### src/rtl/xam_pkg.sv
// Package: shared widths and cause indices for the abort monitor.
// Assumes: cause index 0 is the retry check and index 1 is the ready-wait check.
package xam_pkg;
    parameter int unsigned CNT_W      = 8;
    localparam int unsigned NUM_CAUSES = 2;

    typedef enum logic [0:0] {
        CAUSE_RETRY = 1'b0,
        CAUSE_WAIT  = 1'b1
    } cause_e;
endpackage

### src/rtl/xam_limit_counter.sv
// Module: xam_limit_counter
// Counts increment events and reports a hit when the count reaches a
// programmable limit. A limit of zero never hits. The count restarts from zero
// after a hit and whenever clr is high (clr wins over inc).
// Assumes: synchronous active-low reset; lim is stable registered state.
module xam_limit_counter #(
    parameter int unsigned W = 8
) (
    input  logic         clk,
    input  logic         rst_n,
    input  logic         clr,
    input  logic         inc,
    input  logic [W-1:0] lim,
    output logic         hit
);
    logic [W-1:0] cnt;
    logic [W-1:0] cnt_nxt;

    // Next count and hit detection for this cycle's event.
    always_comb begin
        cnt_nxt = cnt + 1'b1;
        hit     = inc && !clr && (lim != '0) && (cnt_nxt == lim);
    end

    // Count register: cleared on reset, clear request or hit.
    always_ff @(posedge clk) begin
        if (!rst_n)          cnt <= '0;
        else if (clr || hit) cnt <= '0;
        else if (inc)        cnt <= cnt_nxt;
    end


    hit_restart_chk: assert property (@(posedge clk) disable iff (!rst_n)
        hit |=> (cnt == '0));

    clr_zero_chk: assert property (@(posedge clk) disable iff (!rst_n)
        clr |=> (cnt == '0));

    zero_lim_chk: assert property (@(posedge clk) disable iff (!rst_n)
        (lim == '0) |-> !hit);
endmodule

### src/rtl/xam_sticky_flags.sv
// Module: xam_sticky_flags
// Holds N sticky cause flags. A set event wins over a write-one-to-clear to
// the same bit in the same cycle; a zero in the write mask leaves a bit alone.
// Assumes: synchronous active-low reset.
module xam_sticky_flags #(
    parameter int unsigned N = 2
) (
    input  logic         clk,
    input  logic         rst_n,
    input  logic [N-1:0] set_evt,
    input  logic         we,
    input  logic [N-1:0] w1c,
    output logic [N-1:0] flags
);
    logic [N-1:0] clr_mask;

    // Bits the current write asks to clear.
    always_comb clr_mask = we ? w1c : '0;

    // Flag register: clear requested bits, then OR in new events.
    always_ff @(posedge clk) begin
        if (!rst_n) flags <= '0;
        else        flags <= (flags & ~clr_mask) | set_evt;
    end

    for (genvar i = 0; i < N; i++) begin : g_chk

        set_wins_chk: assert property (@(posedge clk) disable iff (!rst_n)
            set_evt[i] |=> flags[i]);

        sticky_hold_chk: assert property (@(posedge clk) disable iff (!rst_n)
            (flags[i] && !(we && w1c[i])) |=> flags[i]);

        clear_chk: assert property (@(posedge clk) disable iff (!rst_n)
            (we && w1c[i] && !set_evt[i]) |=> !flags[i]);
    end
endmodule

### src/rtl/xfer_abort_monitor.sv
// Module: xfer_abort_monitor (top)
// Watches a bus master's transfers: counts target retries per transfer and
// cycles spent waiting for target ready per data phase. A programmed limit
// hit raises a one-cycle abort and sets a sticky cause flag.
// Assumes: all inputs synchronous to clk; synchronous active-low reset.
module xfer_abort_monitor #(
    parameter int unsigned CNT_W = xam_pkg::CNT_W
) (
    input  logic             clk,
    input  logic             rst_n,
    input  logic             cfg_we,
    input  logic [CNT_W-1:0] cfg_retry_lim,
    input  logic [CNT_W-1:0] cfg_wait_lim,
    input  logic             sts_we,
    input  logic [1:0]       sts_w1c,
    input  logic             txn_start,
    input  logic             txn_done,
    input  logic             retry_seen,
    input  logic             phase_start,
    input  logic             trdy_wait,
    input  logic             trdy_seen,
    output logic             abort,
    output logic             retry_abort_flag,
    output logic             wait_abort_flag
);
    import xam_pkg::*;
    localparam int unsigned NC = NUM_CAUSES;

    logic [CNT_W-1:0] lim_q [NC];
    logic [NC-1:0]    clr_v;
    logic [NC-1:0]    inc_v;
    logic [NC-1:0]    hit_v;
    logic [NC-1:0]    flag_v;

    // Limit registers: both load on the configuration strobe.
    always_ff @(posedge clk) begin
        if (!rst_n) begin
            lim_q[CAUSE_RETRY] <= '0;
            lim_q[CAUSE_WAIT]  <= '0;
        end else if (cfg_we) begin
            lim_q[CAUSE_RETRY] <= cfg_retry_lim;
            lim_q[CAUSE_WAIT]  <= cfg_wait_lim;
        end
    end

    // Map bus events onto each counter's clear and increment.
    always_comb begin
        clr_v[CAUSE_RETRY] = txn_start || txn_done;
        inc_v[CAUSE_RETRY] = retry_seen;
        clr_v[CAUSE_WAIT]  = trdy_seen || phase_start;
        inc_v[CAUSE_WAIT]  = trdy_wait;
    end

    for (genvar c = 0; c < NC; c++) begin : g_cnt
        xam_limit_counter #(.W(CNT_W)) u_cnt (
            .clk   (clk),
            .rst_n (rst_n),
            .clr   (clr_v[c]),
            .inc   (inc_v[c]),
            .lim   (lim_q[c]),
            .hit   (hit_v[c])
        );
    end

    xam_sticky_flags #(.N(NC)) u_flags (
        .clk     (clk),
        .rst_n   (rst_n),
        .set_evt (hit_v),
        .we      (sts_we),
        .w1c     (sts_w1c),
        .flags   (flag_v)
    );

    // Abort pulse: registered OR of this cycle's hits.
    always_ff @(posedge clk) begin
        if (!rst_n) abort <= 1'b0;
        else        abort <= |hit_v;
    end

    assign retry_abort_flag = flag_v[CAUSE_RETRY];
    assign wait_abort_flag  = flag_v[CAUSE_WAIT];


    abort_cause_chk: assert property (@(posedge clk) disable iff (!rst_n)
        abort |-> (retry_abort_flag || wait_abort_flag));

    lim_hold_chk: assert property (@(posedge clk) disable iff (!rst_n)
        !cfg_we |=> $stable(lim_q[CAUSE_RETRY]) && $stable(lim_q[CAUSE_WAIT]));
endmodule

### config.mk
export PLATFORM = sky130hd
export DESIGN_NAME = xfer_abort_monitor
export DESIGN_NICKNAME = d
export VERILOG_FILES = /design/src/rtl/xam_pkg.sv /design/src/rtl/xam_limit_counter.sv /design/src/rtl/xam_sticky_flags.sv /design/src/rtl/xfer_abort_monitor.sv
export SDC_FILE = /design/constraint.sdc
export NUM_CORES = 1
export LEC_CHECK = 0
export ABC_AREA = 1
export BUFFER_PORTS_ARGS = -buffer_cell sky130_fd_sc_hd__buf_2
export CAP_MARGIN = 20
export CORE_ASPECT_RATIO = 1.75
export CORE_MARGIN = 2
export CORE_UTILIZATION = 40
export CTS_CLUSTER_DIAMETER = 50
export DETAILED_ROUTE_END_ITERATION = 10
export PLACE_DENSITY_LB_ADDON = 0.1
export SLEW_MARGIN = 30
export SYNTH_ARGS = -nofsm -noshare
export SYNTH_HDL_FRONTEND = slang
export SYNTH_SLANG_ARGS = --single-unit
### constraint.sdc
create_clock -name clk -period 3 [get_ports clk]
set_input_delay 0.45 -clock clk [delete_from_list [all_inputs] [get_ports clk]]
set_output_delay 0.45 -clock clk [all_outputs]
set_load 0.005 [all_outputs]
==> out/results.txt <==
The insertion delay of the later-clocked pin in the worst-skew pair was 290 ps. The tools report the final clock skew as 12.1 ps. Counting flops with an async set or reset pin after synthesis yields a share of 0%. The number of enable flip-flop cells after synthesis is 16, and the maximum level of the CTS H-tree is 2. In the synthesized netlist, the number of instances is 319. By instance count, the leading cell after synthesis is nand2_1.

For this run, the top clock speed supported by timing is 549 MHz. Number of DRC violations after detailed routing: 1. Data on the critical path is required at its endpoint by 3180 ps. Of the available clock period, the critical path in the final layout requires 60.8%. TritonCTS built the clock tree. The maximum vdd ir drop was 327 µV.

The logic depth of the worst register-to-register path came out at 12. Data on the critical path arrives at its endpoint at 2010 ps. Most frequently used flop master after synthesis: dfxtp_1. Relative to the synthesized area, the layout overhead comes to 14.8%. The routed length per instance was 11.9 µm; the sequential cell fraction of total power was 49.3%.

The estimated wirelength of the detail-placed design is 4080 µm, and the number of antenna-violating nets in the routed design is 0. Counting the buffers created by CTS gives 5. The proportion of layout cells with a drive suffix above 1 was 14.7%. The synthesized design devotes to its leading area cell type 22.7% of total area. The run gives 0.882 as the routability congestion estimate from global placement. The flow ran to the end, but the final reports show violations.

Number of buffers added to fix hold violations after cts: 0. The count of inserted antenna diode cells is 0, and the overflow left after global routing is 0. With fillers left out, the area of the finished cells amounts to 2420 µm².

The combined area of all synthesized cells is 2110 µm². The tools report the core footprint as 5170 µm². The net count of the finished layout is 382. The largest net degree at the start of global routing came out at 17. The final route contains 1,930 vias.

Max-cap violations in this run came to 0. Maximum clock path buffer count: 2. In this run the vertical extent of the chip is 100 µm. The tools report the kind of start point of the critical path as a flop. Synthesis produced a netlist with a net count of 349. The pre-antenna-repair detailed-routing pass consisted of 7 iterations.

The run gives 62 as the number of DRC markers after the initial detailed-route iteration. The via density per instance was 4.73; the final setup violation count was 0. Initial antenna violation count: 0.

For this design the top-level I/O count stands at 31. Type of destination of the critical path: a flop. The worst pin sits at a relative slew slack of 62.2%. At the pin with the least slew margin, the transition time is 565 ps.

For this design the static power due to leakage is 1.19 nW. The global-route usage over all layers is 18.0%. Yosys printed 0 warnings.

The total of buffers placed on input and output ports is 30. The part of the Yosys area used for sequential elements is 40.8%. The fraction of power consumed by combinational cells is 11.7%, and the overall die width is 58.9 µm. The worst hold path passes through 4 cells. For the number of hold-slack violations in the final timing report, the log shows 0. Setup repair after global routing left no endpoint under its margin. Post-CTS timing repair inserted 0 buffers for setup.

The logs give 0 for the number of pins exceeding their max-slew limit in the final report and 35 for the number of clock sinks seen by CTS. The clock-pin transition on the worst setup and hold timing paths was 70 ps; the placed instance area was 2310 µm². Counting distinct cell types in the post-synthesis netlist gives 25.

The critical path in this run is classified as flop to flop. The average instance in the mapped netlist occupies 6.62 µm². The run gives 1,794 as the via count of the first global-routing pass. In this run the power density over the cells is 451 nW/µm². After routing, the total negative slack on setup checks comes to 0 ps. Yosys attributes the largest share of cell area to edfxtp_1 (23%), dfxtp_1 (18%), nand2_1 (17%), inv_1 (10%), nor2_1 (9.6%). Summed over all nets, the switching power comes to 0.274 mW.

The clock network burns 39.0% of the power. The worst hold-check path type is input pin to flop. The highest net fanout along the worst path works out to 8. Wires add up to 4860 µm.

The final critical path time including I/O delays and setup was 1820 ps. Cell chosen for the clock root: clkbuf_8. Row generation in the floorplan step produced 35 rows.

The internal portion of the total power is 0.819 mW. The cell type with the highest aggregate area in the netlist is edfxtp_1. By count the netlist is led by nand2_1 (97), inv_1 (57), nor2_1 (54). Of the total power, the share spent switching nets is 25.1%.

The die covers 5900 µm². The post-cts repair resize count is 0. After synthesis the netlist holds a flip-flop and latch count of 35.

The global-route wire length before repair is 7740 µm. The final reports fail on DRC. The initial utilization of the core area, before any placement, comes to 40.9%.
-- metal layers --
| layer | global-route usage [%] | wire (µm) | vias up |
|---|---|---|---|
| li1 | - | - | 1042 |
| met1 | 15.0 | 1720 | 851 |
| met2 | 36.8 | 2810 | 26 |
| met3 | 3.09 | 112 | 11 |
| met4 | 9.79 | 211 | 0 |
| met5 | 0 | 0 | - |
-- per-stage QoR --
stage               instances  hold slack (ps)  util [%]  setup WS [ps]  total power, mW
floorplan                 319              460         -           1430            0.633
global route              408              447      46.9            965             1.15
CTS                       408              425      46.9           1150             1.11
finish                    408              429      46.9           1180             1.09
detailed placement        400              464      44.7           1160            0.680
global placement          400              451      44.7           1130            0.680
-- worst max-delay path, stage by stage, from the launching register on --
cell	delay [ps]
dfxtp_1	450
ha_1	230
nand2_1	110
nor2_4	130
nand2_1	80
nand2_1	80
nand2_1	50
nand2_1	70
nand3_1	80
nor2_1	120
nand3_2	140
nand2_4	130
nor2_1	50
-- cell type report --
| type | count | area (µm²) |
|---|---|---|
| Multi-Input combinational cell | 220 | 1010 |
| Tap cell | 55 | 68.8 |
| Clock buffer | 5 | 68.8 |
| Sequential cell | 35 | 861 |
| Fill cell | 561 | 2740 |
| Clock inverter | 3 | 43.8 |
| Inverter | 60 | 225 |
| Timing Repair Buffer | 30 | 150 |
-- flip-flops by register name, indices dropped and copies added (netlist names) --
signal           cells
g_cnt.u_cnt.cnt     16
abort                1
u_flags.flags        2
lim_q               16
-- layout by cell type (no fill, tap or decap), drive strengths merged --
cell type	n
inv	60
nor2	59
nand2	100
bufinv	1
clkbuf	5
xnor2	4
dfxtp	19
xor2	2
a21oi	2
edfxtp	16
buf	30
ha	2
or2	1
nor3	2
nand3	27
o21ai	15
mux2i	2
clkinv	2
nand4	4
-- worst paths after layout --
check,end,slack (ps),startpoint
setup / recovery,g_cnt[1].u_cnt.cnt[2]$_SDFFE_PP0P_,1180,g_cnt[1].u_cnt.cnt[0]$_SDFFE_PP0P_
hold reg to reg,u_flags.flags[1]$_SDFF_PN0_,470,u_flags.flags[1]$_SDFF_PN0_
hold / removal,u_flags.flags[1]$_SDFF_PN0_,430,sts_w1c[1]
setup reg to reg,g_cnt[1].u_cnt.cnt[2]$_SDFFE_PP0P_,1180,g_cnt[1].u_cnt.cnt[0]$_SDFFE_PP0P_
-- power by group through the flow --
stage / combinational, mW / sequential, mW / clock (mW)
final: 0.128 / 0.539 / 0.427
after CTS: 0.131 / 0.539 / 0.438
after global placement: 0.130 / 0.550 / 0
after global routing: 0.147 / 0.541 / 0.460
after detailed placement: 0.131 / 0.550 / 0
after floorplan: 0.0900 / 0.543 / 0
-- cell families (layout without fill, tap and decap cells) --
group	Yosys count	after routing	synth area share (%)
adders and majority gates	2	2	1.18
buffers and inverters	64	98	11.6
muxes	2	2	0.948
AOI/OAI and AO/OA	17	17	4.03
DFF	35	35	40.8
xor gates and xnor gates	6	6	2.49
and+or+nand+nor	193	193	39.0
Power figures use the tool's default switching activity.
